**src/rtl/fence_gate.sv**
```systemverilog
module fence_gate #(
  parameter int CW    = 4,
  parameter int SLOTS = 2
) (
  input  logic       clk,
  input  logic       rst_n,
  input  logic       fence_valid,
  input  logic [3:0] fence_pred,
  input  logic [3:0] fence_succ,
  output logic       fence_ready,
  input  logic       req_valid,
  input  logic [1:0] req_cls,
  input  logic       req_aq,
  input  logic       req_rl,
  output logic       req_grant,
  input  logic [3:0] cmp_valid
);
  localparam int NW = $clog2(SLOTS + 1);

  logic [CW-1:0] cnt [4];
  logic [CW-1:0] cnt_n [4];
  logic [SLOTS-1:0] vld, vld_n;
  logic [3:0] succ_q [SLOTS];
  logic [3:0] succ_n [SLOTS];
  logic [CW-1:0] rem_q [SLOTS][4];
  logic [CW-1:0] rem_n [SLOTS][4];

  logic [3:0] blocked;
  logic [NW-1:0] nfree;
  logic fence_live, fence_acc, f_need, mem_busy;
  logic [CW-1:0] fsnap [4];
  logic f_alloc, a_alloc;

  always_comb begin
    blocked = '0;
    nfree   = '0;
    for (int e = 0; e < SLOTS; e++) begin
      if (vld[e]) blocked = blocked | succ_q[e];
      else        nfree   = nfree + 1'b1;
    end
  end

  assign fence_live  = (fence_pred != 4'd0) && (fence_succ != 4'd0);
  assign fence_ready = (nfree != '0);
  assign fence_acc   = fence_valid && fence_ready;
  assign f_need      = fence_acc && fence_live;
  assign mem_busy    = (cnt[0] != '0) || (cnt[1] != '0);

  assign req_grant = req_valid && !blocked[req_cls]
                   && !(req_rl && mem_busy)
                   && !(req_aq && (nfree <= NW'(f_need)));

  always_comb begin
    for (int k = 0; k < 4; k++) begin
      cnt_n[k] = cnt[k] + CW'(req_grant && (req_cls == k)) - CW'(cmp_valid[k]);
      fsnap[k] = fence_pred[k] ? cnt_n[k] : '0;
    end
  end

  assign f_alloc = f_need && ((fsnap[0] | fsnap[1] | fsnap[2] | fsnap[3]) != '0);
  assign a_alloc = req_grant && req_aq && ((cnt_n[0] | cnt_n[1]) != '0);

  always_comb begin
    logic fa, aa, live;
    fa = f_alloc;
    aa = a_alloc;
    for (int e = 0; e < SLOTS; e++) begin
      live = 1'b0;
      succ_n[e] = succ_q[e];
      for (int k = 0; k < 4; k++) begin
        rem_n[e][k] = rem_q[e][k] - CW'(cmp_valid[k] && (rem_q[e][k] != '0));
        if (rem_n[e][k] != '0) live = 1'b1;
      end
      vld_n[e] = vld[e] && live;
      if (!vld_n[e] && fa) begin
        fa = 1'b0;
        vld_n[e] = 1'b1;
        succ_n[e] = fence_succ;
        for (int k = 0; k < 4; k++) rem_n[e][k] = fsnap[k];
      end else if (!vld_n[e] && aa) begin
        aa = 1'b0;
        vld_n[e] = 1'b1;
        succ_n[e] = 4'b0011;
        rem_n[e][0] = cnt_n[0];
        rem_n[e][1] = cnt_n[1];
        rem_n[e][2] = '0;
        rem_n[e][3] = '0;
      end
    end
  end

  always_ff @(posedge clk or negedge rst_n) begin
    if (!rst_n) begin
      vld <= '0;
      for (int k = 0; k < 4; k++) cnt[k] <= '0;
      for (int e = 0; e < SLOTS; e++) begin
        succ_q[e] <= '0;
        for (int k = 0; k < 4; k++) rem_q[e][k] <= '0;
      end
    end else begin
      vld <= vld_n;
      for (int k = 0; k < 4; k++) cnt[k] <= cnt_n[k];
      for (int e = 0; e < SLOTS; e++) begin
        succ_q[e] <= succ_n[e];
        for (int k = 0; k < 4; k++) rem_q[e][k] <= rem_n[e][k];
      end
    end
  end

  genvar gk, ge;
  generate
    for (gk = 0; gk < 4; gk++) begin : g_cls

      cnt_inc_chk: assert property (@(posedge clk) disable iff (!rst_n)
        (cnt[gk] > $past(cnt[gk])) |-> ($past(req_grant) && ($past(req_cls) == gk)));

      cnt_dec_chk: assert property (@(posedge clk) disable iff (!rst_n)
        (cnt[gk] < $past(cnt[gk])) |-> $past(cmp_valid[gk]));
      for (ge = 0; ge < SLOTS; ge++) begin : g_slot

        snap_le_chk: assert property (@(posedge clk) disable iff (!rst_n)
          vld[ge] |-> (rem_q[ge][gk] <= cnt[gk]));
      end
    end
  endgenerate


  rl_idle_chk: assert property (@(posedge clk) disable iff (!rst_n)
    (req_grant && req_rl) |-> (cnt[0] == '0 && cnt[1] == '0));
endmodule

```
**config.mk**
```make
export PLATFORM = sky130hd
export DESIGN_NAME = fence_gate
export DESIGN_NICKNAME = d
export VERILOG_FILES = /design/src/rtl/fence_gate.sv
export SDC_FILE = /design/constraint.sdc
export NUM_CORES = 1
export LEC_CHECK = 0
export BUFFER_PORTS_ARGS = -buffer_cell sky130_fd_sc_hd__buf_2
export CAP_MARGIN = 20
export CORE_MARGIN = 5
export CORE_UTILIZATION = 45
export DETAILED_ROUTE_END_ITERATION = 7
export GPL_ROUTABILITY_DRIVEN = 0
export SYNTH_ARGS = -nofsm -noshare
export SYNTH_HDL_FRONTEND = slang
export SYNTH_SLANG_ARGS = --single-unit
export TNS_END_PERCENT = 30
```
**constraint.sdc**
```tcl
create_clock -name clk -period 8.59 [get_ports clk]
set_clock_uncertainty 0.15 [all_clocks]
set_input_delay 1.718 -clock clk [delete_from_list [all_inputs] [get_ports clk]]
set_output_delay 1.718 -clock clk [all_outputs]
set_load 0.01 [all_outputs]
```
==> results.py <==
metrics = {
    "run_status": {
        "status": "finished, final reports clean",
    },
    "cts": {
        "cts-resized-gates": 0,
        "cts_hold_buf": 0,
        "cts_setup_buffers": 0,
        "tritoncts": "done",
        "clockBufferDepth": 2,
        "clkLatencyLatePin_ns": 0.34,
        "htreeDepth": 3,
        "root_buffer": "clkbuf_8",
        "cts_buffers": 9,
        "clk_pin_slew_ns": 0.06,
        "cts.sinks": 58,
    },
    "finish": {
        "antennaDiodeCount": 0,
        "final_cell_mix": "58 x dfrtp_1, 56 x inv_1, 36 x ha_1",
        "synthToLayoutAreaGrowth_pct": 11.6,
        "layout.nets": 428,
        "final_common_cell": "dfrtp_1",
        "fin_util": 0.519,
        "post_route_cells_drive_above_1_share": 0.139,
    },
    "min_path": {
        "worstHoldPathType": "reg2reg",
    },
    "power": {
        "leakage_nw": 1.87,
        "vdd.ir_drop.worst_mv": 0.171,
        "p_per_area_mw_per_mm2": 412,
    },
    "route": {
        "remaining_drc_errors": 0,
        "via_per_inst": 5.74,
        "totalWireLength_mm": 9.23,
        "post_drt_wl_per_cell_um": 19.4,
        "dr.pass1.iters": 4,
        "initialDrtViolationCount": 149,
        "ant_nets": 0,
        "via_count": 2725,
    },
    "critical_path": {
        "cp.required_ns": 8.66,
        "cp.arrival_ns": 6.60,
        "endpoint_kind": "flop",
        "worstPathMaxFanout": 20,
        "crit_type": "in2reg",
        "startpoint_type": "primary input",
    },
    "timing": {
        "fmax_ghz": 0.153,
        "setup_viol": 0,
        "finalHoldViolCount": 0,
        "finalSetupTns_ns": 0,
        "fin_ws_ns": 2.06,
        "final_max_slew_viol_count": 0,
        "period_minus_slack_ns": 6.53,
        "relSlewSlack": 0.382,
        "max_slew.worst_pin.slew_ns": 0.926,
        "min_period_over_period": 0.760,
        "rsz0062_at_grt": "false",
    },
    "synth": {
        "seq_area_frac_synth": 0.402,
        "syn-instance-count": 341,
        "synth_cell_types": 51,
        "synth-seq-cells": 58,
        "synthFlopType": "dfrtp_1",
        "async_flop_share": 1.00,
        "yosys_warnings": 0,
        "synth_edf_count": 0,
        "synth_nets": 401,
        "netlist_area_mm2": 0.00361,
        "syn_avg_cell_area_um2": 10.6,
    },
    "grt": {
        "grt-ovfl-total": 0,
        "grt_usage": 0.200,
        "grt_max_degree": 59,
        "antenna_found_initial": 0,
        "grt_pass1_vias": 2947,
        "grt_pass1_wl_mm": 15.3,
    },
    "placement": {
        "hpwl_mm": 7.20,
        "io_buffer_count": 21,
        "pre_cts_slack_ns": 1.79,
    },
    "floorplanning": {
        "die_area_mm2": 0.00992,
        "start_util": 0.465,
        "die_w_um": 99.6,
        "rows": 32,
        "num_io_pins": 22,
        "die_h_um": 99.6,
        "coreArea_mm2": 0.00777,
    },
    "job": {
        "cap_violations": 0,
    },
}
[routing by layer]
| metal | share of wire | vias to the layer above | GRT usage |
|---|---|---|---|
| met4 | 0.025 | 0 | 0.0746 |
| li1 | - | 1303 | - |
| met1 | 0.45 | 1345 | 0.265 |
| met5 | 0 | - | 0 |
| met3 | 0.051 | 18 | 0.0407 |
| met2 | 0.47 | 59 | 0.325 |
[layout make-up]
class                      count  area (µm²)
timing repair buffer          23         120
clock buffer                  12         155
inverter                      56         210
clock inverter                 4        73.8
multi-input combinational    220        1900
sequential                    58        1450
fill                         764        3730
tap                          102         128
[cell families after synthesis]
logic type      after synthesis  synth area share
compound gates               84             0.193
flops                        58             0.402
simple gates                 67             0.111
mux                           4            0.0132
buf+inv                      63            0.0738
fa+ha+maj                    40             0.147
xor+xnor                     25            0.0606
[path summary, 6_finish.rpt]
kind	startpoint	slack [ns]	depth (start not counted)	endpoint
worst min-delay path	succ_q[2]	0.37	1	succ_q[2]
min in group asynchronous	rst_n	1.37	2	rem_q[3]
worst max register to register	vld[0]	2.81	20	succ_q[4]
worst max-delay path	fence_pred[0]	2.06	20	succ_q[4]
worst min register to register	succ_q[2]	0.37	1	succ_q[2]
max in group asynchronous	rst_n	6.43	2	succ_q[5]
[where the power goes]
part	switching (mW)	internal (mW)	leakage [nW]
combinational	0.494	0.349	1.07
sequential	0.104	0.421	0.679
clock	0.113	0.179	0.117
[critical path, stage by stage]
cell and delay (ns):
buf_2 0.15, nor4_1 0.54, nor3_1 0.27, xor2_1 0.19, nor2_1 0.05, a21oi_1 0.33, nand3b_1 0.13, ha_1 0.28
inv_1 0.05, ha_1 0.16, inv_1 0.06, fa_1 0.37, xor2_1 0.33, inv_1 0.12, a22oi_1 0.21, nand3_1 0.10
a211o_1 0.30, o211ai_4 0.50, o21ai_2 0.42, o22a_1 0.30
[sequential cells by signal, summed over array words and instances (netlist names)]
name and cells:
rem_q 32, vld 2, succ_q 8, cnt 16
[synth_stat cells, types with 2 or more instances]
master / instances / area [µm²]
dfrtp_1: 58 / 1450
inv_1: 56 / 210
ha_1: 36 / 450
o22ai_1: 26 / 163
xnor2_1: 20 / 175
nand2_1: 10 / 37.5
nand2b_1: 10 / 62.6
nand4_1: 9 / 56.3
o32ai_1: 9 / 78.8
o41a_1: 9 / 101
nor3b_1: 8 / 60.1
a21oi_1: 7 / 35.0
nand3_1: 7 / 35.0
o21ai_0: 7 / 35.0
nor3_1: 5 / 25.0
xor2_1: 5 / 43.8
fa_1: 4 / 80.1
nor2_1: 4 / 15.0
o22a_1: 4 / 35.0
a22oi_1: 3 / 22.5
buf_2: 3 / 15.0
buf_6: 3 / 33.8
nor4_1: 3 / 18.8
a21o_1: 2 / 15.0
and3_1: 2 / 12.5
mux2i_1: 2 / 20.0
mux2i_2: 2 / 27.5
nand3b_1: 2 / 15.0
o21ai_2: 2 / 17.5
o2bb2ai_1: 2 / 17.5
[stage by stage]
step | power, mW | area (µm²) | hold WS, ns | instances
after floorplan | 1.11 | 3610 | 0.306 | 341
after global placement | 1.35 | 3800 | 0.359 | 459
after detailed placement | 1.37 | 3800 | 0.343 | 459
after CTS | 1.67 | 4030 | 0.361 | 475
after global routing | 1.80 | 4030 | 0.389 | 475
final | 1.66 | 4030 | 0.367 | 475
No activity file was read; power rests on OpenSTA's default activity.
